`src/rtl/hbs_pkg.sv`:
```
package hbs_pkg;
    typedef enum logic [1:0] {
        ACC_LO   = 2'd0,
        ACC_HI   = 2'd1,
        ACC_STAT = 2'd2,
        ACC_RSV  = 2'd3
    } acc_e;

    localparam int CFG_WORD     = 0;
    localparam int CFG_PIN_INV  = 1;
    localparam int CFG_SWAP     = 2;
    localparam int CFG_MERGE    = 5;
    localparam int CFG_STAT_INV = 7;

    localparam int STAT_FULL_BIT  = 1;
    localparam int STAT_EMPTY_BIT = 0;

    typedef struct packed {
        logic full;
        logic empty;
    } flag_s;
endpackage

```
`src/rtl/hbs_decode.sv`:
```
module hbs_decode
    import hbs_pkg::*;
(
    input  logic word_mode,
    input  logic swap,
    input  logic sel_stat,
    input  logic sel_byte,
    output acc_e acc,
    output logic completes
);
    logic eff_sel;

    always_comb begin
        eff_sel = sel_byte ^ swap;
        if (sel_stat) begin
            acc = eff_sel ? ACC_RSV : ACC_STAT;
        end else if (!eff_sel) begin
            acc = ACC_LO;
        end else begin
            acc = word_mode ? ACC_HI : ACC_RSV;
        end
        // the last byte in host order finishes a word; in byte mode the low byte is the only one
        if (acc == ACC_LO || acc == ACC_HI) begin
            completes = word_mode ? sel_byte : 1'b1;
        end else begin
            completes = 1'b0;
        end
    end
endmodule

```
`src/rtl/hbs_regs.sv`:
```
module hbs_regs
    import hbs_pkg::*;
#(
    parameter int BYTE_W = 8,
    localparam int WORD_W = 2 * BYTE_W
) (
    input  logic              clk,
    input  logic              rst_n,
    input  logic              host_wr,
    input  acc_e              acc,
    input  logic [BYTE_W-1:0] wdata,
    input  logic              cpu_wr,
    input  logic [WORD_W-1:0] cpu_word,
    output logic [WORD_W-1:0] in_word,
    output logic [WORD_W-1:0] out_word
);
    typedef struct packed {
        logic [WORD_W-1:0] inw;
        logic [WORD_W-1:0] outw;
    } regs_s;

    regs_s r_d, r_q;
    logic [1:0] lane_we;

    for (genvar g = 0; g < 2; g++) begin : g_lane
        if (g == 0) begin : g_lo
            assign lane_we[g] = host_wr && (acc == ACC_LO);
        end else begin : g_hi
            assign lane_we[g] = host_wr && (acc == ACC_HI);
        end
    end

    always_comb begin
        r_d = r_q;
        for (int i = 0; i < 2; i++) begin
            if (lane_we[i]) r_d.inw[i*BYTE_W +: BYTE_W] = wdata;
        end
        if (cpu_wr) r_d.outw = cpu_word;
    end

    always_ff @(posedge clk or negedge rst_n) begin
        if (!rst_n) r_q <= '0;
        else        r_q <= r_d;
    end

    assign in_word  = r_q.inw;
    assign out_word = r_q.outw;

    // reserved and status selections never reach the inbound word
    p_rsv_write_ignored_r3: assert property (@(posedge clk) disable iff (!rst_n)
        (host_wr && (acc == ACC_RSV || acc == ACC_STAT)) |=> $stable(in_word));
    p_cpu_load_r7: assert property (@(posedge clk) disable iff (!rst_n)
        cpu_wr |=> (out_word == $past(cpu_word)));
endmodule

```
`src/rtl/hbs_flags.sv`:
```
module hbs_flags
    import hbs_pkg::*;
(
    input  logic  clk,
    input  logic  rst_n,
    input  logic  wr_done,
    input  logic  rd_done,
    input  logic  cpu_rd,
    input  logic  cpu_wr,
    output flag_s flags
);
    flag_s f_d, f_q;

    always_comb begin
        f_d = f_q;
        // new host data wins over a processor read
        if (wr_done)     f_d.full = 1'b1;
        else if (cpu_rd) f_d.full = 1'b0;
        // new processor data wins over a host read
        if (cpu_wr)       f_d.empty = 1'b0;
        else if (rd_done) f_d.empty = 1'b1;
    end

    always_ff @(posedge clk or negedge rst_n) begin
        if (!rst_n) f_q <= '{full: 1'b0, empty: 1'b1};
        else        f_q <= f_d;
    end

    assign flags = f_q;

    p_full_set_r5: assert property (@(posedge clk) disable iff (!rst_n)
        wr_done |=> flags.full);
    p_full_clear_r7: assert property (@(posedge clk) disable iff (!rst_n)
        (cpu_rd && !wr_done) |=> !flags.full);
    p_empty_clear_r7: assert property (@(posedge clk) disable iff (!rst_n)
        cpu_wr |=> !flags.empty);
    p_empty_set_r6: assert property (@(posedge clk) disable iff (!rst_n)
        (rd_done && !cpu_wr) |=> flags.empty);
    p_full_hold_r6: assert property (@(posedge clk) disable iff (!rst_n)
        (!wr_done && !cpu_rd) |=> $stable(flags.full));
endmodule

```
`src/rtl/host_byte_port.sv`:
```
module host_byte_port
    import hbs_pkg::*;
#(
    parameter int BYTE_W = 8,
    localparam int WORD_W = 2 * BYTE_W
) (
    input  logic              clk,
    input  logic              rst_n,
    input  logic [7:0]        cfg,
    input  logic              host_rd,
    input  logic              host_wr,
    input  logic              host_sel_stat,
    input  logic              host_sel_byte,
    input  logic [BYTE_W-1:0] host_wdata,
    output logic [BYTE_W-1:0] host_rdata,
    output logic              ibf_pin,
    output logic              obe_pin,
    input  logic              cpu_wr_out,
    input  logic [WORD_W-1:0] cpu_out_word,
    input  logic              cpu_rd_in,
    output logic [WORD_W-1:0] cpu_in_word
);
    acc_e              acc;
    logic              completes;
    flag_s             flags;
    logic [WORD_W-1:0] out_word;
    logic [BYTE_W-1:0] stat_byte;
    logic              full_src;
    logic              unused_cfg;

    assign unused_cfg = ^{cfg[6], cfg[4:3]};

    hbs_decode u_decode (
        .word_mode (cfg[CFG_WORD]),
        .swap      (cfg[CFG_SWAP]),
        .sel_stat  (host_sel_stat),
        .sel_byte  (host_sel_byte),
        .acc       (acc),
        .completes (completes)
    );

    hbs_regs #(.BYTE_W(BYTE_W)) u_regs (
        .clk      (clk),
        .rst_n    (rst_n),
        .host_wr  (host_wr),
        .acc      (acc),
        .wdata    (host_wdata),
        .cpu_wr   (cpu_wr_out),
        .cpu_word (cpu_out_word),
        .in_word  (cpu_in_word),
        .out_word (out_word)
    );

    hbs_flags u_flags (
        .clk     (clk),
        .rst_n   (rst_n),
        .wr_done (host_wr && completes),
        .rd_done (host_rd && completes),
        .cpu_rd  (cpu_rd_in),
        .cpu_wr  (cpu_wr_out),
        .flags   (flags)
    );

    always_comb begin
        stat_byte                 = '0;
        stat_byte[STAT_FULL_BIT]  = flags.full;
        stat_byte[STAT_EMPTY_BIT] = flags.empty ^ cfg[CFG_STAT_INV];
        unique case (acc)
            ACC_LO:   host_rdata = out_word[BYTE_W-1:0];
            ACC_HI:   host_rdata = out_word[WORD_W-1:BYTE_W];
            ACC_STAT: host_rdata = stat_byte;
            default:  host_rdata = '0;
        endcase
        full_src = cfg[CFG_MERGE] ? (flags.full | flags.empty) : flags.full;
        ibf_pin  = full_src ^ cfg[CFG_PIN_INV];
        obe_pin  = flags.empty ^ cfg[CFG_PIN_INV];
    end

    p_rsv_reads_zero_r3: assert property (@(posedge clk) disable iff (!rst_n)
        (acc == ACC_RSV) |-> (host_rdata == '0));
    p_stat_upper_zero_r4: assert property (@(posedge clk) disable iff (!rst_n)
        (acc == ACC_STAT) |-> (host_rdata[BYTE_W-1:2] == '0 && host_rdata[1] == flags.full));
    p_obe_pin_ignores_stat_inv_r8: assert property (@(posedge clk) disable iff (!rst_n)
        (!cfg[CFG_PIN_INV]) |-> (obe_pin == flags.empty));
    p_rsv_no_flag_r3: assert property (@(posedge clk) disable iff (!rst_n)
        ((host_rd || host_wr) && acc == ACC_RSV && !cpu_rd_in && !cpu_wr_out) |=> $stable(flags));
endmodule

```
`config.mk`:
```
export PLATFORM = sky130hd
export DESIGN_NAME = host_byte_port
export DESIGN_NICKNAME = d
export VERILOG_FILES = /design/src/rtl/hbs_pkg.sv /design/src/rtl/hbs_decode.sv /design/src/rtl/hbs_regs.sv /design/src/rtl/hbs_flags.sv /design/src/rtl/host_byte_port.sv
export SDC_FILE = /design/constraint.sdc
export NUM_CORES = 1
export LEC_CHECK = 0
export BUFFER_PORTS_ARGS = -buffer_cell sky130_fd_sc_hd__buf_2
export CORE_AREA = 2 2 67 53
export CTS_BUF_LIST = sky130_fd_sc_hd__clkbuf_16
export DETAILED_ROUTE_END_ITERATION = 6
export DIE_AREA = 0 0 69 55
export HOLD_SLACK_MARGIN = 0.02
export PLACE_DENSITY = 0.81
export SETUP_SLACK_MARGIN = 0.2
export SLEW_MARGIN = 20
export SYNTH_ARGS = -nofsm -noshare
export SYNTH_HDL_FRONTEND = slang
export SYNTH_SLANG_ARGS = --single-unit
```
`constraint.sdc`:
```
create_clock -name clk -period 2.1 [get_ports clk]
set_clock_uncertainty 0.05 [all_clocks]
set_input_delay 0.42 -clock clk [delete_from_list [all_inputs] [get_ports clk]]
set_output_delay 0.42 -clock clk [all_outputs]
set_load 0.02 [all_outputs]
```
==> metrics.yaml <==
synth_seq_cells: 34
grt_pass1_wl_mm: 5.17
fin_crit_ps: 1860
fmaxAchievable_ghz: 0.538
area_growth_pct: 37.9
placed_area_um2: 1850
overflow: 0
cp-start-kind: "primary input"
start_util_pct: 47.4
synth_top_cell_area_share_pct: 55.3
finalMaxSlewViolations: 0
netlist_area_um2: 1490
power_density_nw_per_um2: 1030
max_stage_delay_ps: 230
route.detailed.drc: 0
cp.required_ps: 1630
antenna_violating_nets_post_route: 0
port_buffers: 62
die_w_um: 69
path_max_fanout: 6
cts_sinks: 34
root_buffer: "clkbuf_16"
cts_made_buffers: 5
dieArea_um2: 3800
hold_violations: 0
fin_area_um2: 2060
post-route-period-util_pct: 88.5
io_pins: 66
grt_max_degree: 35
vias_per_cell: 5.14
fp-row-count: 18
crit_arrival_ps: 1390
grt_pass1_vias: 1111
htree_levels: 2
ys_seq_area_share_pct: 57.0
final.setup.tns_ps: 0
tightest_slew_ps: 734
hpwl_mm: 2.43
core-area_um2: 3150
status: "complete, no violations"
die_y_um: 55
cts_tree: "yes"
via_count: 1156
layout-drive-gt1-share_pct: 61.1
cp_slowest_cell: "xnor2_1"
synth_cells: 114
setup_violations: 0
worstSkewPairLatency_ps: 270
max_slew_margin_pct: 51.0
synth_area_leaders: "dfrtp_1 (55%), mux2_2 (24%), nand3_1 (2.7%), a21oi_1 (2.3%), dfstp_2 (1.8%)"
routed_wl_mm: 3.30
path_class: "primary input to output port"
path_common_cell: "buf_2"
critPathCaptureType: "output port"
path_clk_slew_ps: 50
rsz0062_at_grt: "true"
syn_area_per_cell_um2: 13.1
wire_per_inst_um: 14.7
ys_warn_count: 0
clk_path_buf_depth: 2
antenna_cells: 0
fin_nets: 224
grt_antenna_before_repair: 0
vdd_ir_drop_max_mv: 0.640
yosysTopAreaCell: "dfrtp_1"
drv_cap: 0
final_core_util_pct: 65.3
ys_types: 23
hp-class: "primary input to asynchronous set/reset pin"
crit_chain: "buf_2, xnor2_1, buf_4, nand2_1, a21oi_1, buf_2"
track_usage_pct: 18.2
syn_nets: 154
drt_iter0_drc: 75
p_leak_nw: 0.999
first_pass_iters: 6
gp_congestion: 0.839
cells in the final DEF (no fill, tap or decap):
cell type / Yosys / layout
a21oi_1: 7 / 7
and2_1: 2 / 2
and3_1: 1 / 1
buf_2: 1 / 62
buf_4: 1 / 6
bufinv_16: 0 / 1
clkbuf_16: 0 / 5
clkinv_2: 0 / 2
dfrtp_1: 33 / 33
dfstp_2: 1 / 1
inv_1: 3 / 3
mux2_2: 32 / 32
mux2i_1: 2 / 2
nand2_1: 6 / 6
nand2_2: 1 / 1
nand3_1: 8 / 8
nor2_1: 1 / 1
nor2b_1: 1 / 1
o21ai_0: 2 / 1
o21ai_1: 0 / 1
o22ai_1: 1 / 1
o32ai_1: 1 / 1
or3b_2: 1 / 1
xnor2_1: 3 / 3
xor2_1: 2 / 1
xor2_2: 1 / 1
xor2_4: 0 / 1
path summary, 6_finish.rpt:
kind	endpoint	startpoint	slack, ps	depth (start not counted)
hold / removal	u_regs.out_word[2]	rst_n	160	1
setup / recovery	host_rdata[4]	host_sel_byte	240	6
hold reg to reg	u_regs.out_word[8]	u_regs.out_word[8]	450	1
setup reg to reg	u_flags.flags[0]	u_flags.flags[0]	1120	3
max in group asynchronous	u_flags.flags[1]	rst_n	1370	1
min in group clk	u_flags.flags[1]	cpu_rd_in	290	2
flip-flops by register name (all words and copies together) (netlist names):
| signal | cells |
|---|---|
| u_regs.out_word | 16 |
| u_regs.in_word | 16 |
| u_flags.flags | 2 |
layout make-up:
cell class,instances,area [um^2]
fillers,255,1090
flip-flops and latches,34,852
multi-input cells,72,626
repair buffers,68,355
clock buffers,5,125
well taps,40,50.0
clock inverters,3,40.0
inverters,3,11.3
stage by stage:
step / power (mW) / worst slack, ps / hold slack (ps) / cells
after floorplan: 1.12 / 275 / 74.4 / 114
after CTS: 2.13 / 204 / 185 / 222
final: 2.11 / 242 / 159 / 225
after global placement: 1.29 / 213 / 433 / 214
after detailed placement: 1.32 / 186 / 438 / 214
after global routing: 2.22 / 200 / 229 / 225
cell usage after synthesis:
library cell  number
inv_1              3
o32ai_1            1
buf_4              1
xor2_1             2
clkbuf_1           3
buf_2              1
xor2_2             1
o21ai_0            2
nor2b_1            1
dfrtp_1           33
o22ai_1            1
and3_1             1
nand2_1            6
mux2_2            32
a21oi_1            7
dfstp_2            1
or3b_2             1
nand2_2            1
xnor2_1            3
and2_1             2
nor2_1             1
nand3_1            8
mux2i_1            2
routing by layer:
layer  track usage, %  vias to the layer above  share of wire (%)
met3             5.98                        4                5.2
met5                0                        -                  0
met1             19.9                      582                 39
li1                 -                      534                  -
met4             8.17                        0                1.8
met2             33.8                       36                 54
critical path: cells and delay by family:
kind	cells	cell delay, ps
buffers and inverters	3	530
xor gates and xnor gates	1	230
AOI/OAI and AO/OA	1	140
and+or+nand+nor	1	60
where the power goes:
part	switching [mW]	leakage [nW]	internal [mW]	total [mW]
Sequential	0.0590	0.401	0.769	0.828
Combinational	0.270	0.514	0.217	0.487
Clock	0.245	0.0836	0.554	0.799
Total	0.574	0.999	1.54	2.11
what timing repair did:
item | 4_1_cts | 5_1_grt
pin swaps | 1 | 2
hold buffers | 0 | 0
endpoints found under the setup margin | 4 | 6
buffers inserted | 0 | 3
hold endpoints to repair | 0 | 0
resized for setup | 1 | 2
cell families (layout without fill, tap and decap cells):
| family | Yosys count | after routing | synth area share (%) |
|---|---|---|---|
| buffers and inverters | 8 | 79 | 2.34 |
| xor gates and xnor gates | 6 | 6 | 4.02 |
| DFF | 34 | 34 | 57.0 |
| muxes | 34 | 34 | 25.5 |
| AOI/OAI and AO/OA | 11 | 11 | 4.02 |
| and+or+nand+nor | 21 | 21 | 7.12 |
No activity file was read; power rests on OpenSTA's default activity.
